==> config.mk <==
export PLATFORM = sky130hd
export DESIGN_NAME = adc_rd_ctrl
export DESIGN_NICKNAME = d
export VERILOG_FILES = /design/src/rtl/adc_rd_pkg.sv /design/src/rtl/adc_sdo_sync.sv /design/src/rtl/adc_sck_gen.sv /design/src/rtl/adc_frame_dec.sv /design/src/rtl/adc_rd_ctrl.sv
export SDC_FILE = /design/constraint.sdc
export NUM_CORES = 1
export LEC_CHECK = 0
export CORE_ASPECT_RATIO = 1.2
export CORE_MARGIN = 8
export CORE_UTILIZATION = 57
export DETAILED_ROUTE_END_ITERATION = 16
export PLACE_DENSITY_LB_ADDON = 0.12
export SYNTH_ARGS = -nofsm -noshare
export SYNTH_HDL_FRONTEND = slang
export SYNTH_SLANG_ARGS = --single-unit
==> constraint.sdc <==
create_clock -name clk -period 2.6 [get_ports clk]
set_input_delay 0.39 -clock clk [delete_from_list [all_inputs] [get_ports clk]]
set_output_delay 0.39 -clock clk [all_outputs]
set_load 0.02 [all_outputs]
==> src/rtl/adc_rd_pkg.sv <==
package adc_rd_pkg;
  localparam int FRAME_W = 24;
  localparam int DATA_W  = 21;
  localparam int RES_W   = DATA_W + 1;
  localparam int SIGN_B  = 21;
  localparam int DUMMY_B = 22;

  typedef enum logic [1:0] {
    ST_GAP   = 2'd0,
    ST_POLL  = 2'd1,
    ST_SHIFT = 2'd2
  } rd_state_t;

  typedef struct packed {
    logic [RES_W-1:0] value;
    logic             ovr;
    logic             udr;
    logic             ferr;
  } rd_result_t;
endpackage

==> src/rtl/adc_sdo_sync.sv <==
module adc_sdo_sync #(
  parameter int STAGES = 2
) (
  input  logic clk,
  input  logic rst_n,
  input  logic din,
  output logic dout
);
  logic [STAGES-1:0] chain;

  generate
    for (genvar g = 0; g < STAGES; g++) begin : g_stage
      if (g == 0) begin : g_first
        always_ff @(posedge clk or negedge rst_n)
          if (!rst_n) chain[g] <= 1'b1;
          else        chain[g] <= din;
      end else begin : g_rest
        always_ff @(posedge clk or negedge rst_n)
          if (!rst_n) chain[g] <= 1'b1;
          else        chain[g] <= chain[g-1];
      end
    end
  endgenerate

  assign dout = chain[STAGES-1];
endmodule

==> src/rtl/adc_sck_gen.sv <==
module adc_sck_gen #(
  parameter int HALF = 4
) (
  input  logic clk,
  input  logic rst_n,
  input  logic run,
  output logic sck,
  output logic cap
);
  localparam int PERIOD = 2 * HALF;
  localparam int PH_W   = $clog2(PERIOD);

  logic [PH_W-1:0] ph;
  logic [PH_W-1:0] ph_n;

  always_comb begin
    if (ph == PH_W'(PERIOD - 1)) ph_n = '0;
    else                         ph_n = ph + 1'b1;
  end

  // capture strobe marks the last cycle of the high phase
  assign cap = run && (ph == PH_W'(PERIOD - 1));

  always_ff @(posedge clk or negedge rst_n) begin
    if (!rst_n) begin
      ph  <= '0;
      sck <= 1'b0;
    end else if (!run) begin
      ph  <= '0;
      sck <= 1'b0;
    end else begin
      ph  <= ph_n;
      sck <= (ph_n >= PH_W'(HALF));
    end
  end
endmodule

==> src/rtl/adc_frame_dec.sv <==
module adc_frame_dec
  import adc_rd_pkg::*;
(
  input  logic [FRAME_W-1:0] frame,
  output rd_result_t         res
);
  logic sgn, top;

  assign sgn = frame[SIGN_B];
  assign top = frame[DATA_W-1];

  always_comb begin
    res.value = {~sgn, frame[DATA_W-1:0]};
    res.ovr   = sgn & top;
    res.udr   = ~sgn & ~top;
    res.ferr  = frame[DUMMY_B];
  end
endmodule

==> src/rtl/adc_rd_ctrl.sv <==
module adc_rd_ctrl
  import adc_rd_pkg::*;
#(
  parameter int SCK_HALF = 4,
  parameter int CS_GAP   = 16,
  parameter int TMO_CYC  = 100000,
  parameter int SETTLE   = 3
) (
  input  logic             clk,
  input  logic             rst_n,
  input  logic             irq_en,
  input  logic             adc_sdo,
  output logic             adc_csn,
  output logic             adc_sck,
  output logic             res_valid,
  input  logic             res_ready,
  output logic [RES_W-1:0] res_data,
  output logic             res_ovr,
  output logic             res_udr,
  output logic             res_ferr,
  output logic             irq,
  output logic             tmo_err
);
  localparam int GAP_W = $clog2(CS_GAP + 1);
  localparam int TMO_W = $clog2(TMO_CYC + 1);
  localparam int BC_W  = $clog2(FRAME_W);

  rd_state_t          state;
  logic [GAP_W-1:0]   gap_cnt;
  logic [TMO_W-1:0]   poll_cnt;
  logic [BC_W-1:0]    bit_cnt;
  logic [FRAME_W-1:0] shreg;
  logic [FRAME_W-1:0] frame_nxt;
  logic               sdo_s;
  logic               cap;
  logic               run;
  rd_result_t         dec;
  rd_result_t         out_q;

  adc_sdo_sync #(.STAGES(2)) u_sync (
    .clk  (clk),
    .rst_n(rst_n),
    .din  (adc_sdo),
    .dout (sdo_s)
  );

  assign run = (state == ST_SHIFT);

  adc_sck_gen #(.HALF(SCK_HALF)) u_sck (
    .clk  (clk),
    .rst_n(rst_n),
    .run  (run),
    .sck  (adc_sck),
    .cap  (cap)
  );

  assign frame_nxt = {shreg[FRAME_W-2:0], sdo_s};

  adc_frame_dec u_dec (
    .frame(frame_nxt),
    .res  (dec)
  );

  always_ff @(posedge clk or negedge rst_n) begin
    if (!rst_n) begin
      state     <= ST_GAP;
      gap_cnt   <= '0;
      poll_cnt  <= '0;
      bit_cnt   <= '0;
      shreg     <= '0;
      adc_csn   <= 1'b1;
      res_valid <= 1'b0;
      out_q     <= '0;
      irq       <= 1'b0;
      tmo_err   <= 1'b0;
    end else begin
      irq     <= 1'b0;
      tmo_err <= 1'b0;
      if (res_valid && res_ready) res_valid <= 1'b0;
      unique case (state)
        ST_GAP: begin
          adc_csn <= 1'b1;
          if (gap_cnt != GAP_W'(CS_GAP)) begin
            gap_cnt <= gap_cnt + 1'b1;
          end else if (!res_valid) begin
            state    <= ST_POLL;
            adc_csn  <= 1'b0;
            poll_cnt <= '0;
          end
        end
        ST_POLL: begin
          poll_cnt <= poll_cnt + 1'b1;
          if (poll_cnt >= TMO_W'(SETTLE) && !sdo_s) begin
            state   <= ST_SHIFT;
            bit_cnt <= '0;
            irq     <= irq_en;
          end else if (poll_cnt == TMO_W'(TMO_CYC)) begin
            state   <= ST_GAP;
            tmo_err <= 1'b1;
            adc_csn <= 1'b1;
            gap_cnt <= '0;
          end
        end
        ST_SHIFT: begin
          if (cap) begin
            shreg   <= frame_nxt;
            bit_cnt <= bit_cnt + 1'b1;
            if (bit_cnt == BC_W'(FRAME_W - 1)) begin
              state     <= ST_GAP;
              adc_csn   <= 1'b1;
              gap_cnt   <= '0;
              res_valid <= 1'b1;
              out_q     <= dec;
            end
          end
        end
        default: state <= ST_GAP;
      endcase
    end
  end

  assign res_data = out_q.value;
  assign res_ovr  = out_q.ovr;
  assign res_udr  = out_q.udr;
  assign res_ferr = out_q.ferr;
endmodule

==> results of run 1 <==
-- flip-flops by register name, summed over array words and instances, names as in the netlist, 2 cells and up --
register	cells
poll_cnt	17
bit_cnt	5
gap_cnt	5
shreg	22
res_data	22
state	2
u_sck.ph	3
-- cells in the mapped netlist, drive strengths merged (3+ instances only) --
cell type	n
o21ai	15
buf	5
nand2b	5
dfrtp	82
nor4	6
a21o	3
xnor2	9
mux2	25
clkbuf	10
a21oi	5
o21bai	4
nand4	8
ha	11
nor3	6
nor2b	4
nand3	12
and2	5
inv	14
nand2	84
nor4b	3
o31ai	5
dfstp	3
nor2	16
mux2i	5
-- per-stage QoR --
stage	power, mW	hold WS, ns	cells	utilization
final	3.36	0.0161	500	0.675
after global routing	3.56	0.0489	500	0.675
after CTS	3.40	0.0205	500	0.675
after detailed placement	2.43	0.350	484	0.644
after global placement	2.40	0.347	484	0.644
after floorplan	2.22	0.0944	370	-
-- worst max path at each step --
stage	start	endpoint	slack [ns]	cells after the start
3_3_place_gp	poll_cnt[12]	gap_cnt[0]	0.40	5
4_1_cts	poll_cnt[12]	gap_cnt[0]	0.34	5
2_1_floorplan	poll_cnt[12]	gap_cnt[0]	0.55	6
5_1_grt	poll_cnt[12]	gap_cnt[0]	0.24	5
3_5_place_dp	poll_cnt[12]	gap_cnt[0]	0.36	5
6_report	poll_cnt[12]	gap_cnt[0]	0.34	5
-- final cells by class --
cell class	count	area, um2
sequential	85	2130
inverter	14	52.6
clock buffer	9	124
timing repair buffer	42	410
tap	87	109
multi-input combinational	256	1630
fill	536	2190
clock inverter	7	82.6
-- layer usage --
layer  global-route usage  part of all wire  vias up
met5                    0                 0        -
met4               0.0809             0.017        0
met3               0.0423             0.049       10
met2                0.259              0.49       58
met1                0.190              0.45     1313
li1                     -                 -     1348
-- where the power goes --
part | total, mW | internal (mW) | switching, mW | leakage [nW]
registers | 1.50 | 1.41 | 0.0856 | 1.17
logic | 0.905 | 0.366 | 0.538 | 0.888
clock network | 0.962 | 0.458 | 0.503 | 0.0984
-- kinds of logic (layout without fill, tap and decap cells) --
logic type / Yosys count / count (layout) / synth area share
simple gates: 162 / 162 / 0.202
flops: 85 / 85 / 0.549
compound gates: 44 / 44 / 0.0764
mux: 30 / 30 / 0.0864
buf+inv: 29 / 72 / 0.0306
fa+ha+maj: 11 / 11 / 0.0354
xor+xnor: 9 / 9 / 0.0203
-- worst register-to-register path, delay by kind of cell, from the launching register on --
| kind | cells | cell delay [ns] |
|---|---|---|
| AOI/OAI and AO/OA | 1 | 0.50 |
| DFF | 1 | 0.44 |
| muxes | 1 | 0.32 |
| and+or+nand+nor | 3 | 0.89 |
==> out/qor.yml, run 1 <==
final_nets: 424
cp_cell_sequence: "nor4_2, nand3_2, o41ai_2, and4_1, mux2_4"
synth_edf_count: 0
cts.sinks: 85
ctsResizeCount: 0
required_ns: 2.85
die_y_um: 106
synth_area_leaders: "dfrtp_1 53%, nand2_1 8.1%, mux2_2 6.7%"
hold_buffers: 0
synthCells: 370
antenna_found_initial: 0
dp_hpwl_um: 5020
numCtsBuffers: 9
setup_slack_ns: 0.343
crit_buf_inv: 0
outcome: "finished clean"
async_flop_share: 1.00
core_um2: 6730
p_leak_nw: 2.16
final_hold_viol_count: 0
preCtsSetupSlack_ns: 0.356
maxCapViolCount: 0
slowest_delay_ns: 0.50
ys_ff_latch: 85
clk_latency_ns: 0.36
tightestPinTransition_ns: 0.643
dpl_cell_area_um2: 4340
fin_crit_ns: 2.26
start_util: 0.577
rows: 33
critPathSlowestCell: "o41ai_2"
avgSynthCellArea_um2: 10.5
mostFrequentLayoutCell: "nand2_1"
die_w_um: 91.3
grt_pass1_vias: 2793
worst-path-max-fanout: 5
post-route-period-util: 0.868
final.setup.tns_ns: 0
r2r_start: "poll_cnt[12]"
rsz0062_at_grt: "false"
synthesis.area_um2: 3880
yosysTopAreaCellShare: 0.529
vias_per_cell: 5.46
drt-pass1-iter-count: 4
r2r_cells: 5
die_area_um2: 9720
grt_pass1_wl_um: 12600
setup_viol: 0
tritoncts: "done"
root_buffer: "clkbuf_8"
relSlewSlack: 0.570
drc: 0
dr_total_vias: 2729
cts.reportedPaths.clkPinSlew_ns: 0.09
drtAntennaViolNets: 0
drive_gt1_frac: 0.145
ys_seq_area_frac: 0.549
dr.first_iter.drc_count: 72
diodes: 0
area_growth_pct: 17.0
path_class: "flip-flop to flip-flop"
final_cell_mix: "84 x nand2_1, 82 x dfrtp_1, 33 x clkdlybuf4s50_1, 23 x mux2_2, 16 x nor2_1"
yosysUniqueCellTypes: 51
wl_per_cell_um: 14.3
worst_ep_arrival_time_ns: 2.51
io_pins: 35
rr_endpoint: "gap_cnt[0]"
regToRegSetupSlack_ns: 0.34
yosysWarnings: 0
cp-end-kind: "flip-flop"
grt_max_degree: 45
synth_top_area_cell: "dfrtp_1"
design_area_um2: 4540
p_per_area_nw_per_um2: 741
finalClockSkew_ns: 0.0103
hp-class: "input pin to async pin"
max_freq_mhz: 443
place_congestion: 0.835
path_delay_family: "simple AND/OR/NAND/NOR gates"
synthFlopType: "dfrtp_1"
wl_um: 7130
ir_drop_mv: 0.598
post_cts_buffers: 0
worst_setup_path_start_kind: "flip-flop"
syn_nets: 386
htreeDepth: 3
grtUsageTotal: 0.159
report.final.slew_viol_count: 0
clk_path_buf_depth: 2
port_buffers: 34
grt_remaining_overflow: 0
(Power assumes the default switching activity.)
==> run 2: changes to the inputs <==
--- a/config.mk
+++ b/config.mk
@@ -5,9 +5,11 @@
 export SDC_FILE = /design/constraint.sdc
 export NUM_CORES = 1
 export LEC_CHECK = 0
+export CELL_PAD_IN_SITES_DETAIL_PLACEMENT = 0
+export CELL_PAD_IN_SITES_GLOBAL_PLACEMENT = 1
 export CORE_ASPECT_RATIO = 1.2
 export CORE_MARGIN = 8
-export CORE_UTILIZATION = 57
+export CORE_UTILIZATION = 45
 export DETAILED_ROUTE_END_ITERATION = 16
 export PLACE_DENSITY_LB_ADDON = 0.12
 export SYNTH_ARGS = -nofsm -noshare
==> constraint.sdc (replaced) <==
create_clock -name clk -period 2.5 [get_ports clk]
set_input_delay 0.375 -clock clk [delete_from_list [all_inputs] [get_ports clk]]
set_output_delay 0.375 -clock clk [all_outputs]
set_load 0.02 [all_outputs]
==> out/qor.yml, run 2 (synthesis results as in run 1) <==
grt_remaining_overflow: 0  # unchanged
wl_um: 7510  # was 7130 um
ir_drop_mv: 0.549  # was 0.598 mV
post-route-period-util: 0.910  # was 0.868
p_per_area_nw_per_um2: 784  # was 741 nW/um2
critPathSlowestCell: "o41ai_2"  # unchanged
preCtsSetupSlack_ns: 0.226  # was 0.356 ns
wl_per_cell_um: 14.1  # was 14.3 um
clk_path_buf_depth: 2  # unchanged
antenna_found_initial: 0  # unchanged
p_leak_nw: 2.18  # was 2.16 nW
required_ns: 2.75  # was 2.85 ns
io_pins: 35  # unchanged
port_buffers: 34  # unchanged
relSlewSlack: 0.543  # was 0.570
final_cell_mix: "84 x nand2_1, 82 x dfrtp_1, 33 x clkdlybuf4s50_1, 23 x mux2_2, 16 x nor2_1"  # unchanged
post_cts_buffers: 0  # unchanged
diodes: 0  # unchanged
numCtsBuffers: 9  # unchanged
crit_cells: 5  # unchanged
die_area_um2: 11900  # was 9720 um2
register_area_um2: 2130  # unchanged
grt_pass1_wl_um: 13300  # was 12,600 um
fill_cells: 779  # was 536
outcome: "finished clean"  # unchanged
worst_setup_path_start_kind: "flip-flop"  # unchanged
hold_buffers: 1  # was 0
maxCapViolCount: 0  # unchanged
rows: 37  # was 33
root_buffer: "clkbuf_8"  # unchanged
max_freq_mhz: 440  # was 443 MHz
drive_gt1_frac: 0.147  # was 0.145
rsz0062_at_grt: "false"  # unchanged
cts.sinks: 85  # unchanged
final_hold_viol_count: 0  # unchanged
r2r_start: "poll_cnt[12]"  # unchanged
worst_ep_arrival_time_ns: 2.52  # was 2.51 ns
report.final.slew_viol_count: 0  # unchanged
start_util: 0.458  # was 0.577
crit_buf_inv: 0  # unchanged
final.setup.tns_ns: 0  # unchanged
cts.reportedPaths.clkPinSlew_ns: 0.09  # about the same
worstHoldPathCells: 0
rr_endpoint: "gap_cnt[0]"  # unchanged
grt_max_degree: 42  # was 45
ctsResizeCount: 0  # unchanged
tightestPinTransition_ns: 0.683  # was 0.643 ns
dr.first_iter.drc_count: 89  # was 72
place_congestion: 0.779  # was 0.835
hp-class: "flip-flop to flip-flop"  # was input pin to async pin
clk_latency_ns: 0.36  # about the same
mostFrequentLayoutCell: "nand2_1"  # unchanged
core_um2: 8470  # was 6730 um2
slowest_delay_ns: 0.51  # was 0.50 ns
die_w_um: 101  # was 91.3 um
dp_hpwl_um: 5250  # was 5020 um
worst-path-max-fanout: 5  # unchanged
cp_cell_sequence: "nor4_2, nand3_2, o41ai_2, and4_1, mux2_4"  # unchanged
grtUsageTotal: 0.140  # was 0.159
grt_pass1_vias: 2842  # was 2,793
power_mw: 3.62  # was 3.36 mW
startpoint: "poll_cnt[12]"  # unchanged
area_growth_pct: 19.0  # was 17.0%
path_class: "flip-flop to flip-flop"  # unchanged
path_delay_family: "simple AND/OR/NAND/NOR gates"  # unchanged
setup_viol: 0  # unchanged
drtAntennaViolNets: 0  # unchanged
final_nets: 426  # was 424
setup_slack_ns: 0.225  # was 0.343 ns
r2r_cells: 5  # unchanged
htreeDepth: 3  # unchanged
finalClockSkew_ns: 0.00775  # was 0.0103 ns
worstSetupEndpoint: "gap_cnt[0]"  # unchanged
vias_per_cell: 5.15  # was 5.46
drt-pass1-iter-count: 5  # was 4
drc: 0  # unchanged
regToRegSetupSlack_ns: 0.23  # was 0.34 ns
fin_crit_ns: 2.27  # was 2.26 ns
dr_total_vias: 2738  # was 2,729
multi_input_area_um2: 1630  # unchanged
tritoncts: "done"  # unchanged
cp-end-kind: "flip-flop"  # unchanged
die_y_um: 118  # was 106 um
## run 2: cell types whose count changed in the layout (fill, tap and decap cells not counted)
cell	before	now
buf_4	8	9
bufinv_16	1	2
clkbuf_8	9	10
clkinvlp_4	2	1
dlygate4sd3_1	0	1
inv_8	1	0
## run 2: how the worst min path moves through the flow
stage	to	slack, ns	startpoint
4_1_cts	u_sync.dout	0.36	u_sync.chain[0]
3_5_place_dp	u_sync.dout	0.35	u_sync.chain[0]
3_3_place_gp	u_sync.dout	0.35	u_sync.chain[0]
6_report	u_sync.dout	0.36	u_sync.chain[0]
2_1_floorplan	bit_cnt[0]	0.08	rst_n
5_1_grt	u_sync.dout	0.36	u_sync.chain[0]
## run 2: cell type report
class                   count  share of cell area
inverters                  14              0.0114
multi-input cells         256               0.353
clock buffers              10              0.0298
well taps                 117              0.0317
repair buffers             44              0.0926
flip-flops and latches     85               0.461
clock inverters             6              0.0203
## run 2: stage by stage
step / utilization / hold WS (ns) / instance area, um2 / cells
2_1_floorplan: - / 0.0794 / 3880 / 370
3_3_place_gp: 0.517 / 0.346 / 4380 / 515
3_5_place_dp: 0.517 / 0.347 / 4380 / 515
4_1_cts: 0.546 / 0.359 / 4620 / 532
5_1_grt: 0.546 / 0.364 / 4620 / 532
6_report: 0.546 / 0.358 / 4620 / 532
## run 2: power by group
group,total [mW],internal (mW),switching (mW)
Combinational,0.961,0.382,0.579
Clock,1.11,0.599,0.510
Sequential,1.55,1.47,0.0843
## run 2: metal layers
metal / track usage / vias up / share of wire
li1: - / 1343 / -
met1: 0.171 / 1346 / 0.46
met2: 0.225 / 40 / 0.48
met3: 0.0337 / 9 / 0.042
met4: 0.0626 / 0 / 0.013
met5: 0 / - / 0
==> run 3: changes to the inputs <==
--- a/config.mk
+++ b/config.mk
@@ -5,13 +5,16 @@
 export SDC_FILE = /design/constraint.sdc
 export NUM_CORES = 1
 export LEC_CHECK = 0
+export ABC_AREA = 1
 export CELL_PAD_IN_SITES_DETAIL_PLACEMENT = 0
 export CELL_PAD_IN_SITES_GLOBAL_PLACEMENT = 1
 export CORE_ASPECT_RATIO = 1.2
 export CORE_MARGIN = 8
-export CORE_UTILIZATION = 45
+export CORE_UTILIZATION = 43
+export CTS_CLUSTER_DIAMETER = 40
 export DETAILED_ROUTE_END_ITERATION = 16
 export PLACE_DENSITY_LB_ADDON = 0.12
+export SKIP_LAST_GASP = 1
 export SYNTH_ARGS = -nofsm -noshare
 export SYNTH_HDL_FRONTEND = slang
 export SYNTH_SLANG_ARGS = --single-unit
==> out/qor.yml, run 3 <==
diodes: 0  # unchanged
hp-class: "input pin to async pin"  # was flip-flop to flip-flop
dr.first_iter.drc_count: 169  # was 89
fill_cells: 926  # was 779
synth.most_common_cell: "nand2_1"  # unchanged
p_seq_frac: 0.407  # was 0.429
synth_common_cells: "129 x nand2_1, 82 x dfrtp_1, 52 x inv_1"  # was 84 x nand2_1, 82 x dfrtp_1, 23 x mux2_2
outcome: "finished clean"  # unchanged
synth_area_leaders: "dfrtp_1 50%, nand2_1 12%, o21ai_1 5.5%"  # was dfrtp_1 53%, nand2_1 8.1%, mux2_2 6.7%
p_comb_frac: 0.269  # was 0.265
synth_edf_count: 0  # unchanged
finalClockSkew_ns: 0.00623  # was 0.00775 ns
start_util: 0.436  # was 0.458
ys_seq_area_frac: 0.522  # was 0.549
synthesis.area_um2: 4080  # was 3880 um2
async_flop_share: 1.00  # unchanged
synthCells: 493  # was 370
worst_setup_path_start_kind: "flip-flop"  # unchanged
drc: 0  # unchanged
internal_power_mw: 2.50  # was 2.45 mW
maxCapViolCount: 0  # unchanged
mostFrequentLayoutCell: "nand2_1"  # unchanged
p_sw_mw: 1.35  # was 1.17 mW
grt_pass1_vias: 3173  # was 2,842
final_nets: 543  # was 426
worst-path-max-fanout: 27  # was 5
clk_path_buf_depth: 2  # unchanged
wl_per_cell_um: 12.8  # was 14.1 um
root_buffer: "clkbuf_16"  # was clkbuf_8
p_per_area_nw_per_um2: 797  # was 784 nW/um2
drt-pass1-iter-count: 5  # unchanged
cp_cell_sequence: "inv_1, ha_1, nand4_1, nand2_1, nand2_2, nor2_4, inv_2, nand2_1, o21ai_1"  # was nor4_2, nand3_2, o41ai_2, and4_1, mux2_4
syn_nets: 509  # was 386
cts.sinks: 85  # unchanged
rows: 39  # was 37
setup_viol: 0  # unchanged
area_growth_pct: 18.3  # was 19.0%
clkPwrFrac: 0.324  # was 0.306
die_w_um: 105  # was 101 um
synthFlopType: "dfrtp_1"  # unchanged
ctsResizeCount: 0  # unchanged
yosysWarnings: 0  # unchanged
avgSynthCellArea_um2: 8.28  # was 10.5 um2
fin_crit_ns: 1.89  # was 2.27 ns
htreeDepth: 3  # unchanged
report.final.slew_viol_count: 0  # unchanged
power_mw: 3.85  # was 3.62 mW
dp_hpwl_um: 5880  # was 5250 um
grt_remaining_overflow: 0  # unchanged
grt_pass1_wl_um: 14700  # was 13,300 um
switching_share: 0.351  # was 0.324
post-route-period-util: 0.758  # was 0.910
cts.reportedPaths.clkPinSlew_ns: 0.06  # was 0.09 ns
final_cell_mix: "129 x nand2_1, 82 x dfrtp_1, 52 x inv_1, 45 x o21ai_1, 33 x clkdlybuf4s50_1"  # was 84 x nand2_1, 82 x dfrtp_1, 33 x clkdlybuf4s50_1, 23 x mux2_2, 16 x nor2_1
drtAntennaViolNets: 0  # unchanged
path_class: "flip-flop to flip-flop"  # unchanged
post_cts_buffers: 0  # unchanged
required_ns: 2.71  # was 2.75 ns
final_hold_viol_count: 0  # unchanged
io_pins: 35  # unchanged
slowest_delay_ns: 0.49  # was 0.51 ns
grtUsageTotal: 0.140  # about the same
drive_gt1_frac: 0.0959  # was 0.147
cp-end-kind: "flip-flop"  # unchanged
antenna_found_initial: 0  # unchanged
wl_um: 8420  # was 7510 um
critPathSlowestCell: "nor2_4"  # was o41ai_2
relSlewSlack: 0.528  # was 0.543
vias_per_cell: 4.94  # was 5.15
yosysTopAreaCellShare: 0.503  # was 0.529
tritoncts: "done"  # unchanged
dr_total_vias: 3237  # was 2,738
die_y_um: 123  # was 118 um
numCtsBuffers: 9  # unchanged
synth_top_area_cell: "dfrtp_1"  # unchanged
final.setup.tns_ns: 0  # unchanged
max_freq_mhz: 528  # was 440 MHz
place_congestion: 0.838  # was 0.779
die_area_um2: 12900  # was 11,900 um2
grt_max_degree: 47  # was 42
yosysUniqueCellTypes: 30  # was 51
worst_ep_arrival_time_ns: 2.11  # was 2.52 ns
port_buffers: 34  # unchanged
ir_drop_mv: 0.466  # was 0.549 mV
core_um2: 9370  # was 8470 um2
rsz0062_at_grt: "false"  # unchanged
p_leak_nw: 2.18  # about the same
hold_buffers: 0  # was 1
ys_ff_latch: 85  # unchanged
clk_latency_ns: 0.33  # was 0.36 ns
critPathMostFrequentCell: "nand2_1"
tightestPinTransition_ns: 0.707  # was 0.683 ns
## run 3: stage by stage
stage,cells,worst slack [ns],cell area [um2],utilization,hold slack [ns]
floorplan,493,0.947,4080,-,0.0794
global placement,639,0.601,4540,0.485,0.348
detailed placement,639,0.620,4540,0.485,0.354
CTS,655,0.583,4830,0.515,0.0492
global route,655,0.317,4830,0.515,0.0708
finish,655,0.605,4830,0.515,0.0378
## run 3: final timing paths
| check | startpoint | to | slack, ns | cells after the start |
|---|---|---|---|---|
| min in group clk | u_sync.chain[0] | u_sync.dout | 0.36 | 0 |
| min | rst_n | shreg[7] | 0.04 | 1 |
| max | gap_cnt[0] | poll_cnt[15] | 0.61 | 9 |
| min reg2reg | u_sync.chain[0] | u_sync.dout | 0.36 | 0 |
| max reg2reg | gap_cnt[0] | poll_cnt[15] | 0.61 | 9 |
| max in group asynchronous | rst_n | u_sync.dout | 1.77 | 2 |
## run 3: power by group through the flow
stage / registers (mW) / clock network, mW / logic, mW
floorplan: 1.58 / 0 / 0.795
global placement: 1.59 / 0 / 1.03
detailed placement: 1.59 / 0 / 1.04
CTS: 1.57 / 1.30 / 1.05
global route: 1.58 / 1.35 / 1.18
finish: 1.57 / 1.25 / 1.03
## run 3: cell families (layout without fill, tap and decap cells)
family,after synthesis,in the layout,share of synthesized area
simple gates,244,244,0.272
xor+xnor,2,2,0.00429
compound gates,73,73,0.0929
fa+ha+maj,11,11,0.0337
flops,85,85,0.522
buf+inv,78,117,0.0751
## run 3: worst max-delay path: cells and delay by family, from the launching register on
kind | cells | cell delay (ns)
AND/OR/NAND/NOR | 5 | 0.93
buffers and inverters | 2 | 0.22
adder cells (fa/ha/maj) | 1 | 0.14
flip-flops | 1 | 0.43
AO/OA/AOI/OAI | 1 | 0.06
## run 3: cell type report
type                       instances  area, um2  area share
clock inverter                     5       33.8     0.00699
timing repair buffer              37        373      0.0772
sequential                        85       2130       0.441
multi-input combinational        330       1650       0.341
inverter                          64        240      0.0497
tap                              123        154      0.0319
clock buffer                      11        253      0.0523
## run 3: per-layer routing
layer	routed length, um	part of all wire	track usage	vias to the layer above
met1	3960	0.47	0.169	1521
met3	237	0.028	0.0357	6
li1	-	-	-	1666
met5	0	0	0	-
met4	89	0.011	0.0670	0
met2	4120	0.49	0.230	44
